**src/rtl/i2c_wr_pkg.sv**
```systemverilog
package i2c_wr_pkg;

    localparam int BYTE_W = 8;
    localparam int ADDR_W = 7;
    localparam int BIT_CW = $clog2(BYTE_W);

    typedef enum logic [2:0] {
        ST_IDLE,
        ST_RECV,
        ST_ACKWAIT,
        ST_ACKHOLD,
        ST_IGNORE
    } link_state_e;

    typedef enum logic [1:0] {
        PH_ADDR,
        PH_CTRL,
        PH_PAYLOAD
    } byte_phase_e;

    typedef enum logic {
        KIND_CMD  = 1'b0,
        KIND_DATA = 1'b1
    } byte_kind_e;

    typedef struct packed {
        logic cont;
        logic sel;
    } ctrl_t;

    function automatic ctrl_t decode_ctrl(input logic [BYTE_W-1:0] b);
        ctrl_t c;
        c.cont = b[7];
        c.sel  = b[6];
        return c;
    endfunction

    function automatic logic addr_hit(input logic [BYTE_W-1:0] b,
                                      input logic [ADDR_W-1:0] a);
        return (b[BYTE_W-1:1] == a) && !b[0];
    endfunction

endpackage

```
**src/rtl/i2c_wr_sync.sv**
```systemverilog
module i2c_wr_sync #(
    parameter int STAGES = 2
) (
    input  logic clk,
    input  logic rst,
    input  logic scl_i,
    input  logic sda_i,
    output logic scl_o,
    output logic scl_rise_o,
    output logic scl_fall_o,
    output logic start_o,
    output logic stop_o
);
    localparam int PW = STAGES + 1;

    logic [PW-1:0] scl_pipe;
    logic [PW-1:0] sda_pipe;

    always_ff @(posedge clk) begin
        if (rst) begin
            scl_pipe <= '1;
            sda_pipe <= '1;
        end else begin
            scl_pipe <= {scl_pipe[PW-2:0], scl_i};
            sda_pipe <= {sda_pipe[PW-2:0], sda_i};
        end
    end

    logic scl_now, scl_prev, sda_now, sda_prev;
    assign scl_now  = scl_pipe[STAGES-1];
    assign scl_prev = scl_pipe[STAGES];
    assign sda_now  = sda_pipe[STAGES-1];
    assign sda_prev = sda_pipe[STAGES];

    assign scl_o      = scl_now;
    assign scl_rise_o = scl_now & ~scl_prev;
    assign scl_fall_o = ~scl_now & scl_prev;
    assign start_o    = scl_now & scl_prev & sda_prev & ~sda_now;
    assign stop_o     = scl_now & scl_prev & ~sda_prev & sda_now;

endmodule

```
**src/rtl/i2c_wr_core.sv**
```systemverilog
module i2c_wr_core
    import i2c_wr_pkg::*;
#(
    parameter logic [ADDR_W-1:0] SLAVE_ADDR = 7'h3C
) (
    input  logic              clk,
    input  logic              rst,
    input  logic              scl_lvl,
    input  logic              sda_lvl,
    input  logic              scl_rise,
    input  logic              scl_fall,
    input  logic              start_det,
    input  logic              stop_det,
    output logic              ack_o,
    output logic [BYTE_W-1:0] byte_o,
    output logic              byte_vld_o,
    output logic              byte_kind_o
);
    link_state_e       state;
    byte_phase_e       phase;
    logic [BIT_CW-1:0] bitcnt;
    logic [BYTE_W-1:0] shreg;
    logic              ack_q;
    logic              cont_q;
    byte_kind_e        kind_q;
    logic [BYTE_W-1:0] out_q;
    logic              vld_q;

    logic [BYTE_W-1:0] full_byte;
    ctrl_t             ctl;
    logic              last_bit;

    assign full_byte = {shreg[BYTE_W-2:0], sda_lvl};
    assign ctl       = decode_ctrl(full_byte);
    assign last_bit  = (bitcnt == BIT_CW'(BYTE_W - 1));

    always_ff @(posedge clk) begin
        if (rst) begin
            state  <= ST_IDLE;
            phase  <= PH_ADDR;
            bitcnt <= '0;
            shreg  <= '0;
            ack_q  <= 1'b0;
            cont_q <= 1'b0;
            kind_q <= KIND_CMD;
            out_q  <= '0;
            vld_q  <= 1'b0;
        end else begin
            vld_q <= 1'b0;
            if (start_det) begin
                state  <= ST_RECV;
                phase  <= PH_ADDR;
                bitcnt <= '0;
                ack_q  <= 1'b0;
            end else if (stop_det) begin
                state  <= ST_IDLE;
                ack_q  <= 1'b0;
            end else begin
                unique case (state)
                    ST_RECV: if (scl_rise) begin
                        shreg  <= full_byte;
                        bitcnt <= bitcnt + 1'b1;
                        if (last_bit) begin
                            unique case (phase)
                                PH_ADDR: begin
                                    if (addr_hit(full_byte, SLAVE_ADDR)) begin
                                        phase <= PH_CTRL;
                                        state <= ST_ACKWAIT;
                                    end else begin
                                        state <= ST_IGNORE;
                                    end
                                end
                                PH_CTRL: begin
                                    cont_q <= ctl.cont;
                                    kind_q <= ctl.sel ? KIND_DATA : KIND_CMD;
                                    phase  <= PH_PAYLOAD;
                                    state  <= ST_ACKWAIT;
                                end
                                default: begin
                                    out_q <= full_byte;
                                    vld_q <= 1'b1;
                                    if (cont_q) phase <= PH_CTRL;
                                    state <= ST_ACKWAIT;
                                end
                            endcase
                        end
                    end
                    ST_ACKWAIT: if (scl_fall) begin
                        ack_q <= 1'b1;
                        state <= ST_ACKHOLD;
                    end
                    ST_ACKHOLD: if (scl_fall) begin
                        ack_q  <= 1'b0;
                        bitcnt <= '0;
                        state  <= ST_RECV;
                    end
                    default: ;
                endcase
            end
        end
    end

    assign ack_o       = ack_q;
    assign byte_o      = out_q;
    assign byte_vld_o  = vld_q;
    assign byte_kind_o = kind_q;

    // strobe lasts a single cycle
    assert_strobe_single_R8: assert property (@(posedge clk) disable iff (rst)
        vld_q |=> !vld_q);

    // an ignored transfer never acknowledges
    assert_silent_when_ignored_R4: assert property (@(posedge clk) disable iff (rst)
        (state == ST_IGNORE) |-> !ack_q);

    // acknowledge does not move while SCL stays high
    assert_ack_steady_scl_high_R9: assert property (@(posedge clk) disable iff (rst)
        (scl_lvl && $past(scl_lvl) && !$past(start_det) && !$past(stop_det))
            |-> $stable(ack_q));

    // strobe comes before the acknowledge is driven
    assert_strobe_before_ack_R9: assert property (@(posedge clk) disable iff (rst)
        vld_q |-> !ack_q);

    // STOP releases the line
    assert_stop_releases_R2: assert property (@(posedge clk) disable iff (rst)
        stop_det |=> !ack_q);

endmodule

```
**src/rtl/i2c_wr_slave.sv**
```systemverilog
module i2c_wr_slave
    import i2c_wr_pkg::*;
#(
    parameter logic [ADDR_W-1:0] SLAVE_ADDR  = 7'h3C,
    parameter int                SYNC_STAGES = 2
) (
    input  logic              clk,
    input  logic              rst,
    input  logic              scl_i,
    input  logic              sda_i,
    output logic              sda_ack_o,
    output logic [BYTE_W-1:0] byte_o,
    output logic              byte_vld_o,
    output logic              byte_kind_o
);
    logic scl_lvl, scl_rise, scl_fall, start_det, stop_det, sda_lvl;

    i2c_wr_sync #(.STAGES(SYNC_STAGES)) u_sync (
        .clk        (clk),
        .rst        (rst),
        .scl_i      (scl_i),
        .sda_i      (sda_i),
        .scl_o      (scl_lvl),
        .scl_rise_o (scl_rise),
        .scl_fall_o (scl_fall),
        .start_o    (start_det),
        .stop_o     (stop_det)
    );

    logic [SYNC_STAGES-1:0] sda_chain;
    always_ff @(posedge clk) begin
        if (rst) sda_chain <= '1;
        else     sda_chain <= {sda_chain[SYNC_STAGES-2:0], sda_i};
    end
    assign sda_lvl = sda_chain[SYNC_STAGES-1];

    i2c_wr_core #(.SLAVE_ADDR(SLAVE_ADDR)) u_core (
        .clk         (clk),
        .rst         (rst),
        .scl_lvl     (scl_lvl),
        .sda_lvl     (sda_lvl),
        .scl_rise    (scl_rise),
        .scl_fall    (scl_fall),
        .start_det   (start_det),
        .stop_det    (stop_det),
        .ack_o       (sda_ack_o),
        .byte_o      (byte_o),
        .byte_vld_o  (byte_vld_o),
        .byte_kind_o (byte_kind_o)
    );

endmodule

```
**config.mk**
```make
export PLATFORM = sky130hd
export DESIGN_NAME = i2c_wr_slave
export DESIGN_NICKNAME = d
export VERILOG_FILES = /design/src/rtl/i2c_wr_pkg.sv /design/src/rtl/i2c_wr_sync.sv /design/src/rtl/i2c_wr_core.sv /design/src/rtl/i2c_wr_slave.sv
export SDC_FILE = /design/constraint.sdc
export NUM_CORES = 1
export LEC_CHECK = 0
export BUFFER_PORTS_ARGS = -buffer_cell sky130_fd_sc_hd__buf_2
export CAP_MARGIN = 20
export CELL_PAD_IN_SITES_DETAIL_PLACEMENT = 1
export CELL_PAD_IN_SITES_GLOBAL_PLACEMENT = 2
export CORE_ASPECT_RATIO = 1.25
export CORE_UTILIZATION = 30
export DETAILED_ROUTE_END_ITERATION = 10
export PLACE_DENSITY = 0.68
export REMOVE_ABC_BUFFERS = 1
export SKIP_CTS_REPAIR_TIMING = 1
export SLEW_MARGIN = 10
export SYNTH_ARGS = -nofsm -noshare
export SYNTH_HDL_FRONTEND = slang
export SYNTH_SLANG_ARGS = --single-unit
```
**constraint.sdc**
```tcl
create_clock -name clk -period 1.7 [get_ports clk]
set_input_delay 0.17 -clock clk [delete_from_list [all_inputs] [get_ports clk]]
set_output_delay 0.17 -clock clk [all_outputs]
set_load 0.01 [all_outputs]
```
==> metrics, run 1 <==
status=complete, no violations; R2R Setup Slk=150 ps; TritonCTS clock tree=yes; RD Place Congestion=0.7586; pwr dens=900.4 mW/mm²; Synth Area per Inst=9.599 µm²; Die X=60.57 µm; largest net degree at the start of global routing=28; Synth cell types=28; Row Count=26; Worst setup startpoint=u_core.bitcnt[0]$_SDFFE_PP0P_; reg2reg start=u_core.bitcnt[0]$_SDFFE_PP0P_; drt total wl=2790 µm; root buffer cell=clkbuf_8; GRT Overall Usage=14.85%; worst slack, placed=136.6 ps; Clock Skew=3.011 ps; post-route setup TNS=0 ps; largest cells by area after synthesis=dfxtp_1 (51%), mux2i_1 (7.0%), nand3_1 (5.4%); hold crit path type=in -> reg; setup ws final=147.3 ps; Final Hold Viols=0; Post-DRT Antenna Nets=0; Critical Path AT=1710 ps; Nets=161; vias after detailed routing=~990; crit end category=flip-flop; FFs w/ async S/R, synth=0%; Final min period=1553 ps; Port Buffers=14; Largest stage delay, worst path=between 300 and 400 ps; CTS Sinks=33; HP Start=sda_i; # diodes=0; clock latency on the worst-skew pair=280 ps; most frequent cells in the layout=dfxtp_1 (33), nor2_1 (15), nand3_1 (14), buf_2 (14), nand2_1 (13); Max Clock Freq=644.1 MHz; Routed WL per cell=between 10 and 15 µm; Final Setup Violations=0; DR pass1 iterations=3; initial core utilization=a little under a third; worst vdd ir=0.5528 mV; Area growth syn-to-layout=18.97%; Synth area leader=dfxtp_1; layout cell share with drive strength beyond 1=25.64%; unrepaired setup endpoints after global routing=false; CTS Buffer Depth=2; Final Non-Filler Cells=approximately 210; fin. max-slew vios=0; yosys warns=0; Post-Synthesis Cells=134; worst path cell trace=ha_1 -> ha_2 -> nand2_1 -> nand4b_1 -> buf_4 -> mux2i_1 -> nor2_1; Overflow after GRT=0; worst-path cell with the longest stage delay=dfxtp_1; DRC=0; Die H=roughly 75 µm; synthesized area=0.001286 mm²; Design Power=about 0.0014 W; Tightest Pin Transition=449.0 ps; Leak=0.6115 nW; Cells after DPL=204; reg2reg end=u_core.byte_o[1]$_SDFFE_PP0P_; synthesized flop and latch total=33; Starting DRT DRC Count=16; sequential-to-total area share from yosys stat=51.36%; Die ar.=0.004555 mm²; prevailing post-synth register cell=dfxtp_1; Req. time, crit path=1850 ps; core box area=0.004099 mm²; Inserted Clock Buffers=5; vias in the first global route=1,054; post-synth top area share=51.36%; crit-path max FO=5; I/O pin cnt=15; Finished Core Util=37.33%; reg2reg path depth=7; post-route clock period utilization=91.33%; H-tree levels=2; startpoint types=flip-flop; Post-DP HPWL=2036 µm; global-route wire length before repair=4899 µm; Hold Path End=sda_chain[0]$_SDFF_PP1_; initial antenna violation count=0; critical path class=reg -> reg; via/cell ratio=4.665; commonest non-fill, non-tap cell in the layout=dfxtp_1; Clock Pin Slew Worst Setup and Hold Paths=roughly 60 ps; relative slew slack=70.07%; maxcap violations=0; worst hold path cell count=2; Post-synth EDFFs=0
==> power breakdown <==
part / switching [W] / internal, W
logic: 0.0000231 / 0.0000147
clock network: 0.000263 / 0.000290
registers: 0.00000623 / 0.000780
==> synthesized netlist by cell type, types with 2 or more instances <==
cell,instances
a21oi_1,12
clkbuf_1,5
dfxtp_1,33
ha_1,2
inv_1,3
mux2i_1,9
nand2_1,13
nand2b_1,2
nand3_1,14
nand4b_1,2
nor2_1,15
o21ai_0,2
or2_2,7
==> layer usage <==
metal,wire length (µm),GRT usage [%],up-vias
li1,-,-,503
met1,1291,17.62,471
met2,1367,24.30,10
met3,74,4.639,5
met4,57,6.818,0
met5,0,0,-
==> per-stage QoR <==
stage | instance area, µm² | hold WS (ps)
after floorplan | 1249 | 239.1
after global placement | 1441 | 354.1
after detailed placement | 1441 | 360.6
after CTS | 1521 | 63.09
after global routing | 1530 | 66.24
final | 1530 | 70.95
==> worst max-delay path, delay by kind of cell, from the launching register on <==
| family | cells | cell delay (ps) |
|---|---|---|
| buffers and inverters | 1 | 200 |
| adders and majority gates | 2 | 360 |
| and+or+nand+nor | 3 | 350 |
| muxes | 1 | 150 |
| DFF | 1 | 350 |
==> sequential cells by signal (all words and copies together) (netlist names) <==
register and cells:
u_core.byte_o 8, u_core.ack_o 1, u_sync.sda_pipe 2, u_sync.scl_pipe 3, u_core.shreg 7, sda_chain 1, u_core.byte_kind_o 1, u_core.state 3
u_core.cont_q 1, u_core.bitcnt 3, u_core.byte_vld_o 1, u_core.phase 2
==> cell type report <==
cell class	instances	area [µm²]
Inverter	3	11.26
Sequential cell	33	660.6
Tap cell	56	70.07
Timing Repair Buffer	21	122.6
Fill cell	490	2569
Multi-Input combinational cell	91	585.6
Clock buffer	8	80.08
==> cell families after synthesis <==
kind of cell	count (synthesis)	share of synthesized area, %
buf+inv	10	3.794
compound gates	19	8.659
fa+ha+maj	2	1.945
flops	33	51.36
xor+xnor	1	0.6811
mux	9	7.004
simple gates	60	26.56
==> worst max-delay path by stage <==
stage | endpoint | slack (ps) | cells after the start
3_3_place_gp | u_core.byte_o[7]$_SDFFE_PP0P_ | 150 | 7
3_5_place_dp | u_core.byte_kind_o$_SDFFE_PP0P_ | 140 | 6
2_1_floorplan | u_core.byte_o[1]$_SDFFE_PP0P_ | -140 | 4
4_1_cts | u_core.byte_o[1]$_SDFFE_PP0P_ | 120 | 7
5_1_grt | u_core.byte_o[4]$_SDFFE_PP0P_ | 30 | 7
6_report | u_core.byte_o[1]$_SDFFE_PP0P_ | 150 | 7
(Power assumes the default switching activity.)
==> run 2, diff against run 1 <==
--- a/config.mk
+++ b/config.mk
@@ -12,10 +12,11 @@
 export CORE_ASPECT_RATIO = 1.25
 export CORE_UTILIZATION = 30
 export DETAILED_ROUTE_END_ITERATION = 10
-export PLACE_DENSITY = 0.68
+export PLACE_DENSITY = 0.67
 export REMOVE_ABC_BUFFERS = 1
 export SKIP_CTS_REPAIR_TIMING = 1
 export SLEW_MARGIN = 10
 export SYNTH_ARGS = -nofsm -noshare
 export SYNTH_HDL_FRONTEND = slang
+export SYNTH_HIERARCHICAL = 1
 export SYNTH_SLANG_ARGS = --single-unit
==> metrics, run 2 <==
post-synth top area share=43.78% (-7.6 points); TritonCTS clock tree=yes; Clock Skew=6.126 ps (+3.115 ps); Die X=67.33 µm (+11%); hold crit path type=in -> reg; root buffer cell=clkbuf_8; Max Clock Freq=585.2 MHz (-9.1%); Final Setup Violations=1 (+1); Sequential cell area=704.4 µm² (+6.6%); Post-DP HPWL=2771 µm (+36%); Area growth syn-to-layout=21.58%; commonest non-fill, non-tap cell in the layout=dfxtp_1; largest net degree at the start of global routing=36 (+29%); sequential-to-total area share from yosys stat=43.78% (-7.6 points); Leak=0.7405 nW (+21%); synthesized area=0.001600 mm² (+24%); FFs w/ async S/R, synth=0% (unchanged); CTS Buffer Depth=2 (unchanged); most common cell in the netlist=dfxtp_1; pwr dens=788.9 mW/mm² (-12%); Finished Core Util=38.03% (+0.70 points); core box area=0.005116 mm² (+25%); drt total wl=3857 µm (+38%); maxcap violations=0 (unchanged); CTS Sinks=35 (+6.1%); Post-Synthesis Cells=166 (+24%); largest cells by area after synthesis=dfxtp_1 (44%), nand2b_1 (7.8%), mux2i_1 (6.9%); startpoint types=flip-flop; Nets=198 (+23%); synthesized flop and latch total=35 (+6.1%); Post-synth EDFFs=0 (unchanged); Clock Pin Slew Worst Setup and Hold Paths=70 ps (about the same); most frequent cells in the layout=dfxtp_1 (32), nand2b_1 (20), buf_2 (14); DRC=0 (unchanged); fin area=0.001946 mm² (+27%); Cells after DPL=246 (+21%); max reg flops=8 (unchanged); vias after detailed routing=1,303 (+32%); synth cell count leaders=dfxtp_1 (35), nand2b_1 (20), mux2i_1 (11); via/cell ratio=5.130 (+10%); Post-DP Area=0.001800 mm² (+25%); Inserted Clock Buffers=5 (unchanged); Die ar.=0.005632 mm² (+24%); Post-DRT Antenna Nets=0 (unchanged); critical path class=reg -> reg; Starting DRT DRC Count=28 (+12); fin. max-slew vios=0 (unchanged); # diodes=0 (unchanged); H-tree levels=2 (unchanged); relative slew slack=56.52% (-14 points); clock latency on the worst-skew pair=290 ps (about the same); Synth area leader=dfxtp_1; status=complete, but fails checks; Synth Area per Inst=9.640 µm² (+0.43%); worst slack, placed=-2.972 ps (-139.6 ps); Multi-input gate area=874.6 µm² (+49%); Final Hold Viols=0 (unchanged); Tightest Pin Transition=648.3 ps (+199.3 ps); Die H=83.66 µm (+11%); Req. time, crit path=1910 ps (+60 ps); fillcell total=575 (+17%); Final min period=1709 ps (+156.0 ps); post-route clock period utilization=100.5% (+9.2 points); I/O pin cnt=15 (unchanged); hold slack=62.80 ps (-8.146 ps); global-route wire length before repair=6437 µm (+31%); RD Place Congestion=0.7431 (-2.0%); Overflow after GRT=0 (unchanged); initial antenna violation count=0 (unchanged); Row Count=29 (+12%); initial core utilization=31.28% (-0.10 points); GRT Overall Usage=15.27% (+0.43 points); Synth cell types=40 (+43%); Final Non-Filler Cells=254 (+20%); Critical Path AT=1920 ps (+210 ps); yosys warns=6 (+6); layout cell share with drive strength beyond 1=27.60% (+2.0 points); Routed WL per cell=15.19 µm (+15%); failing checks=negative setup slack; unrepaired setup endpoints after global routing=true; setup ws final=-8.690 ps (-156.0 ps); worst vdd ir=0.3984 mV (-28%); crit end category=flip-flop; Port Buffers=14 (unchanged); vias in the first global route=1,379 (+31%); crit-path max FO=5 (unchanged); DR pass1 iterations=4 (+1); prevailing post-synth register cell=dfxtp_1
[run 2: stage by stage]
step	total power, W	TNS, ps
3_5_place_dp	0.0009362	-4.127
6_report	0.001535	-8.690
3_3_place_gp	0.0009337	0
4_1_cts	0.001559	-78.98
5_1_grt	0.001603	-616.8
2_1_floorplan	0.0008953	-341.2
[run 2: cell type report]
cell class                      count  area share [%]
Sequential cell                    35           36.21
Inverter                            3          0.5788
Multi-Input combinational cell    118           44.95
Clock inverter                      1          0.2572
Timing Repair Buffer               29           9.775
Clock buffer                        6           4.244
Tap cell                           62           3.987
[run 2: worst max-delay path, stage by stage (launching register included)]
cell and delay, ps:
dfxtp_2 340, and4b_1 210, or4b_4 550, nor3_4 200, buf_6 160, mux2i_1 180
[run 2: path summary, 6_finish.rpt]
path	from	to	slack (ps)	cells past startpoint
hold / removal	scl_i	u_sync/scl_pipe[0]$_SDFF_PP1_	60	2
hold reg to reg	u_sync/scl_pipe[0]$_SDFF_PP1_	u_sync/scl_pipe[1]$_SDFF_PP1_	410	1
setup / recovery	u_sync/scl_pipe[1]$_SDFF_PP1_	u_core/byte_o[5]$_SDFFE_PP0P_	-9	5
setup reg to reg	u_sync/scl_pipe[1]$_SDFF_PP1_	u_core/byte_o[5]$_SDFFE_PP0P_	-9	5
[run 2: cell families after synthesis]
family                   count (synthesis)  share of synthesized area [%]
buffers and inverters                   13                          3.987
multiplexers                            12                          7.584
AO/OA/AOI/OAI                           30                          11.49
flip-flops                              35                          43.78
AND/OR/NAND/NOR                         74                          31.59
adder cells (fa/ha/maj)                  2                          1.563
[run 2: power by group]
group          switching [W]  internal (W)
Clock               0.000294      0.000318
Sequential        0.00000667      0.000830
Combinational      0.0000469     0.0000390
Total               0.000348       0.00119
[run 2: metal layers]
layer / vias up / global-route usage, % / wire length, µm / part of all wire, %
met5: - / 0 / 0 / 0
met4: 0 / 6.383 / 57 / 1.5
met3: 6 / 3.689 / 86 / 2.2
met2: 15 / 26.18 / 1993 / 52
met1: 639 / 17.41 / 1720 / 45
li1: 643 / - / - / -
